===== src/rtl/irq_agg_pkg.sv =====
// Package: shared encodings for the interrupt aggregation controller.
// Assumes: two-bit fields for trigger setting and drive mode.
package irq_agg_pkg;

    typedef enum logic [1:0] {
        TRIG_LEVEL  = 2'b00,
        TRIG_RISE   = 2'b01,
        TRIG_FALL   = 2'b10,
        TRIG_LEVEL2 = 2'b11
    } trig_e;

    typedef enum logic [1:0] {
        DRV_HIGH   = 2'b00,
        DRV_LOW    = 2'b01,
        DRV_OPEN   = 2'b10,
        DRV_HIGH2  = 2'b11
    } drive_e;

    localparam logic [1:0] ADR_MASK = 2'd0;
    localparam logic [1:0] ADR_TRIG = 2'd1;
    localparam logic [1:0] ADR_STAT = 2'd2;
    localparam logic [1:0] ADR_MODE = 2'd3;

endpackage


===== src/rtl/irq_sync.sv =====
// Module: irq_sync
// Two-flop synchronizer for a vector of asynchronous inputs.
// Assumes: each bit is independent; no cross-bit coherence is needed.
module irq_sync #(
    parameter int WIDTH = 8
) (
    input  logic             clk,
    input  logic             rst_n,
    input  logic [WIDTH-1:0] async_i,
    output logic [WIDTH-1:0] sync_o
);
    logic [WIDTH-1:0] meta_q;
    logic [WIDTH-1:0] stable_q;

    // Purpose: shift raw inputs through two flops.
    always_ff @(posedge clk) begin
        if (!rst_n) begin
            meta_q   <= '0;
            stable_q <= '0;
        end else begin
            meta_q   <= async_i;
            stable_q <= meta_q;
        end
    end

    assign sync_o = stable_q;
endmodule


===== src/rtl/irq_src_cell.sv =====
// Module: irq_src_cell
// One interrupt source: edge detection and status latch per trigger setting.
// Assumes: smp_i is already synchronized; clr_i is a one-cycle status read.
module irq_src_cell
    import irq_agg_pkg::*;
(
    input  logic       clk,
    input  logic       rst_n,
    input  logic       smp_i,
    input  logic [1:0] trig_i,
    input  logic       clr_i,
    output logic       stat_o,
    output logic       evt_o,
    output logic       lvl_o
);
    logic prev_q;
    logic stat_q;
    logic rise_w;
    logic fall_w;

    // Purpose: remember last synchronized sample for edge detection.
    always_ff @(posedge clk) begin
        if (!rst_n) prev_q <= 1'b0;
        else        prev_q <= smp_i;
    end

    assign rise_w = smp_i & ~prev_q;
    assign fall_w = ~smp_i & prev_q;

    // Purpose: decode trigger setting into level flag and edge event.
    always_comb begin
        lvl_o = 1'b0;
        evt_o = 1'b0;
        case (trig_e'(trig_i))
            TRIG_RISE: evt_o = rise_w;
            TRIG_FALL: evt_o = fall_w;
            default:   lvl_o = 1'b1;
        endcase
    end

    // Purpose: status follows level or latches edges until read; set wins.
    always_ff @(posedge clk) begin
        if (!rst_n)     stat_q <= 1'b0;
        else if (lvl_o) stat_q <= smp_i;
        else            stat_q <= evt_o | (stat_q & ~clr_i);
    end

    assign stat_o = stat_q;
endmodule


===== src/rtl/irq_out_stage.sv =====
// Module: irq_out_stage
// Maps the pending flag to pad enable/data for the chosen drive mode.
// Assumes: pad logic outside resolves enable=0 as released.
module irq_out_stage
    import irq_agg_pkg::*;
(
    input  logic       pend_i,
    input  logic [1:0] mode_i,
    output logic       oe_o,
    output logic       do_o
);
    // Purpose: select polarity and drive style.
    always_comb begin
        case (drive_e'(mode_i))
            DRV_LOW: begin
                oe_o = 1'b1;
                do_o = ~pend_i;
            end
            DRV_OPEN: begin
                oe_o = pend_i;
                do_o = 1'b0;
            end
            default: begin
                oe_o = 1'b1;
                do_o = pend_i;
            end
        endcase
    end
endmodule


===== src/rtl/irq_agg_ctrl.sv =====
// Module: irq_agg_ctrl (top)
// Interrupt aggregation: synchronizer, per-source trigger cells, register
// file and pad stage. Read data is combinational; read side effects happen
// at the clock edge closing the read cycle.
// Assumes: NUM_SRC >= 1; wr_en_i and rd_en_i are not both set to one address.
module irq_agg_ctrl
    import irq_agg_pkg::*;
#(
    parameter int NUM_SRC = 8
) (
    input  logic                   clk,
    input  logic                   rst_n,
    input  logic [NUM_SRC-1:0]     src_i,
    input  logic                   wr_en_i,
    input  logic                   rd_en_i,
    input  logic [1:0]             addr_i,
    input  logic [2*NUM_SRC-1:0]   wdata_i,
    output logic [2*NUM_SRC-1:0]   rdata_o,
    output logic                   irq_oe_o,
    output logic                   irq_do_o
);
    localparam int DW = 2 * NUM_SRC;

    logic [NUM_SRC-1:0] mask_q;
    logic [DW-1:0]      trig_q;
    logic [1:0]         mode_q;
    logic [NUM_SRC-1:0] sync_v;
    logic [NUM_SRC-1:0] status_v;
    logic [NUM_SRC-1:0] evt_v;
    logic [NUM_SRC-1:0] lvl_v;
    logic               stat_rd;
    logic               pend_w;

    assign stat_rd = rd_en_i && (addr_i == ADR_STAT);

    // Purpose: configuration register writes.
    always_ff @(posedge clk) begin
        if (!rst_n) begin
            mask_q <= '0;
            trig_q <= '0;
            mode_q <= 2'b00;
        end else if (wr_en_i) begin
            case (addr_i)
                ADR_MASK: mask_q <= wdata_i[NUM_SRC-1:0];
                ADR_TRIG: trig_q <= wdata_i;
                ADR_MODE: mode_q <= wdata_i[1:0];
                default:  ;
            endcase
        end
    end

    // Purpose: read data multiplexer, zero-extended.
    always_comb begin
        rdata_o = '0;
        case (addr_i)
            ADR_MASK: rdata_o[NUM_SRC-1:0] = mask_q;
            ADR_TRIG: rdata_o = trig_q;
            ADR_STAT: rdata_o[NUM_SRC-1:0] = status_v;
            default:  rdata_o[1:0] = mode_q;
        endcase
    end

    irq_sync #(.WIDTH(NUM_SRC)) sync_i (
        .clk     (clk),
        .rst_n   (rst_n),
        .async_i (src_i),
        .sync_o  (sync_v)
    );

    for (genvar g = 0; g < NUM_SRC; g++) begin : g_cell
        irq_src_cell cell_i (
            .clk    (clk),
            .rst_n  (rst_n),
            .smp_i  (sync_v[g]),
            .trig_i (trig_q[2*g +: 2]),
            .clr_i  (stat_rd),
            .stat_o (status_v[g]),
            .evt_o  (evt_v[g]),
            .lvl_o  (lvl_v[g])
        );
    end

    assign pend_w = |(status_v & mask_q);

    irq_out_stage out_i (
        .pend_i (pend_w),
        .mode_i (mode_q),
        .oe_o   (irq_oe_o),
        .do_o   (irq_do_o)
    );
endmodule


===== config.mk =====
export PLATFORM = sky130hd
export DESIGN_NAME = irq_agg_ctrl
export DESIGN_NICKNAME = d
export VERILOG_FILES = /design/src/rtl/irq_agg_pkg.sv /design/src/rtl/irq_sync.sv /design/src/rtl/irq_src_cell.sv /design/src/rtl/irq_out_stage.sv /design/src/rtl/irq_agg_ctrl.sv
export SDC_FILE = /design/constraint.sdc
export NUM_CORES = 1
export LEC_CHECK = 0
export BUFFER_PORTS_ARGS = -buffer_cell sky130_fd_sc_hd__buf_2
export CAP_MARGIN = 20
export CORE_AREA = 2 2 73 75
export CTS_BUF_LIST = sky130_fd_sc_hd__clkbuf_16
export DETAILED_ROUTE_END_ITERATION = 16
export DIE_AREA = 0 0 75 77
export GPL_TIMING_DRIVEN = 0
export PLACE_DENSITY = 0.75
export SLEW_MARGIN = 20
export SYNTH_ARGS = -nofsm -noshare
export SYNTH_HDL_FRONTEND = slang
export SYNTH_SLANG_ARGS = --single-unit

===== constraint.sdc =====
create_clock -name clk -period 1.4 [get_ports clk]
set_input_delay 0.28 -clock clk [delete_from_list [all_inputs] [get_ports clk]]
set_output_delay 0.28 -clock clk [all_outputs]
set_load 0.05 [all_outputs]

==> summary.md <==
| Metric | Value |
|---|---|
| RSZ-0062 raised after global routing | yes |
| Sequential share of power | 44.6% |
| DRT antenna net count | 0 |
| Total CTS buffers | 9 |
| Root Buffer | clkbuf_16 |
| Synth warnings | 0 |
| VDD IR-drop max | 970 µV |
| Die height | 77 µm |
| Cell family with most CP delay | multiplexers |
| Maxcap violations | 0 |
| Area grow syn2layout | 32.7% |
| Fin util | 70.4% |
| Sw frac | 23.5% |
| Vias per inst | 5.19 |
| Failing checks | setup timing |
| Crit path arrival time | 1.55 ns |
| Setup ws final | -0.433 ns |
| Final Setup Violations | 7 |
| Worst-path clk slew | 0.05 ns |
| Netlist cell types | 30 |
| DRT met1 WL | 2.60 mm |
| Slew margin rel. | 58.5% |
| GPL Wtd Cong | 0.777 |
| First-pass GRT wire length | 10.3 mm |
| Row Count | 26 |
| Synth Instances | 282 |
| CTS sink cnt | 58 |
| CP startpoint kind | flop |
| Area of the multi-input gates | 1380 µm² |
| Fraction of layout cells with a size suffix above 1 | 33.3% |
| Commonest non-fill, non-tap cell in the layout | dfxtp_1 |
| Endpoints failing hold | 0 |
| Place WS | -0.308 ns |
| Status | finished with violations |
| Crit-path max FO | 2 |
| Buf+Inv Stages, Crit Path | 1 |
| PD cells | 1130 nW/µm² |
| Initial antenna violation count | 0 |
| Total routed wirelength | 6.34 mm |
| Placed cells | 399 |
| Nets | 392 |
| Number of global-route vias before repair | 2238 |
| Clock period minus worst slack | 1.83 ns |
| Fmax | 546 MHz |
| Worst-Margin Slew | 0.623 ns |
| Asr flop ratio synth | 0% |
| Initial cell density of the core | 53.0% |
| Critical path's largest stage delay | 0.36 ns |
| Pre-antenna DRT Iters | 4 |
| Clk network pwr share | 45.5% |
| Period utilization | 131% |
| # DRC | 0 |
| Critical-path top delay cell | mux2_4 |
| Post-synthesis register bit count | 58 |
| Static leakage | 1.48 nW |
| Switching pwr | 0.930 mW |
| H-tree depth | 3 |
| Antenna cell count | 0 |
| EDFF count, synth | 0 |
| GRT Overall Usage | 24.1% |
| Grt total ovfl | 0 |
| Register area | 1180 µm² |
| I/O pins | 48 |
| Largest net degree at the start of global routing | 11 |
| Die area | 5780 µm² |
| Setup TNS | -1.35 ns |
| Sequential cell area fraction in the yosys report | 44.0% |
| Clk_skew | 0.00399 ns |
| Final Max Slew Viols | 0 |
| Total core area | 4980 µm² |
| Clock latency on the worst-skew pair | 0.32 ns |
| Uppermost layer routed | met4 |
| Nature of the critical path endpoint | primary output |
| Width of the die | 75 µm |
| Internal power | 3.03 mW |
| Via count | 2153 |
| Metal3 WL | 357 µm |
| 1st-iter DRT viols | 81 |
| Cells along the critical path | a22oi_2 > nand4_1 > mux2_4 > buf_8 |
| Commonest non-fill, non-tap cells in the layout | dfxtp_1, nand2_1, inv_1, buf_2, and2_1 |
| Synth top area share | 44.0% |
| Worst endpoint required time | 1.12 ns |
| Cell accounting for the most synthesized area | dfxtp_1 |
| Hold/Removal Path Class | in2reg |
| Clk buf depth | 2 |
| R2r setup slk | 0.19 ns |
| Comb power frac | 10.0% |
| Fill cells | 383 |
| Hpwl dp | 4.17 mm |
| WL met2 | 3.23 mm |
| Top cells by area, synth | dfxtp_1, ha_1, and2_1 |
| Most frequently used flop master after synthesis | dfxtp_1 |
| Cell Area, Synth | 2640 µm² |
| Syn_nets | 330 |
| Port bufs | 47 |
| TritonCTS clock tree | built |
| Syn avg cell area | 9.36 µm² |
| CP Class | reg2out |
| Post-CTS Hold Buffers | 0 |
| Post-Layout Cell Count | 415 |
| DR WL/cell | 15.3 µm |
[final cells by class]
type,count,share of cell area [%]
clock inverter,3,0.357
inverter,27,2.89
multi-input combinational,185,39.5
clock buffer,9,6.43
timing repair buffer,51,12.1
buffer,12,2.68
sequential,58,33.6
tap,70,2.50
[power groups by stage]
stage	clock network [mW]	registers, mW	logic (mW)
final	1.80	1.76	0.394
after global routing	1.90	1.77	0.429
after CTS	1.82	1.76	0.379
after detailed placement	0	1.79	0.343
after global placement	0	1.78	0.334
after floorplan	0	1.77	0.230
[Yosys cell counts, types with 2 or more instances]
cell / n
a22oi_1: 4
buf_6: 3
o31ai_1: 8
nand3b_4: 2
nor2_1: 10
mux2i_1: 16
clkbuf_1: 5
a21oi_1: 13
a32oi_1: 7
inv_1: 26
a21oi_2: 3
dfxtp_1: 58
and2_1: 32
nor2b_1: 9
o21ai_0: 14
mux4_2: 2
ha_1: 18
buf_4: 2
nand2_1: 39
[routing by layer]
| layer | up-vias | global-route usage (%) |
|---|---|---|
| li1 | 1056 | - |
| met1 | 1009 | 28.6 |
| met2 | 74 | 39.6 |
| met3 | 14 | 5.52 |
| met4 | 0 | 12.0 |
| met5 | - | 0 |
[logic make-up after synthesis]
logic type      count (synthesis)  share of synthesized area [%]
compound gates                 50                           12.2
fa+ha+maj                      18                           8.53
buf+inv                        39                           7.16
flops                          58                           44.0
mux                            19                           8.20
simple gates                   98                           20.0
[state kept, by name, indices dropped and copies added, names as in the netlist]
| signal | count |
|---|---|
| g_cell.cell_i.prev_q | 8 |
| g_cell.cell_i.stat_o | 8 |
| mask_q | 8 |
| mode_q | 2 |
| sync_i.meta_q | 8 |
| sync_i.sync_o | 8 |
| trig_q | 16 |
[worst register-to-register path, stage by stage (launching register included)]
cell and delay, ns:
dfxtp_1 0.41, inv_1 0.07, ha_1 0.31, o21ai_0 0.18
o31ai_1 0.09
[per-stage QoR]
step	hold WS [ns]	total power, mW	area [µm²]
finish	0.164	3.96	3500
global route	0.170	4.10	3500
detailed placement	0.421	2.13	2990
global placement	0.416	2.12	2990
CTS	0.160	3.96	3410
floorplan	0.407	2.00	2660
[worst paths after layout]
path	depth (start not counted)	start	to
worst max-delay path	4	mask_q[1]	irq_do_o
worst min-delay path	2	src_i[2]	sync_i.meta_q[2]
worst max register to register	4	trig_q[2]	g_cell[1].cell_i.stat_o
worst min register to register	1	sync_i.meta_q[5]	sync_i.sync_o[5]
[what timing repair did]
action / CTS / global route
pin swaps: 5 / 5
setup buffers: 3 / 0
setup endpoints to repair: 18 / 18
resized for setup: 55 / 31
cloned: 1 / 0
Note: power is estimated with default switching activity, not from simulation.
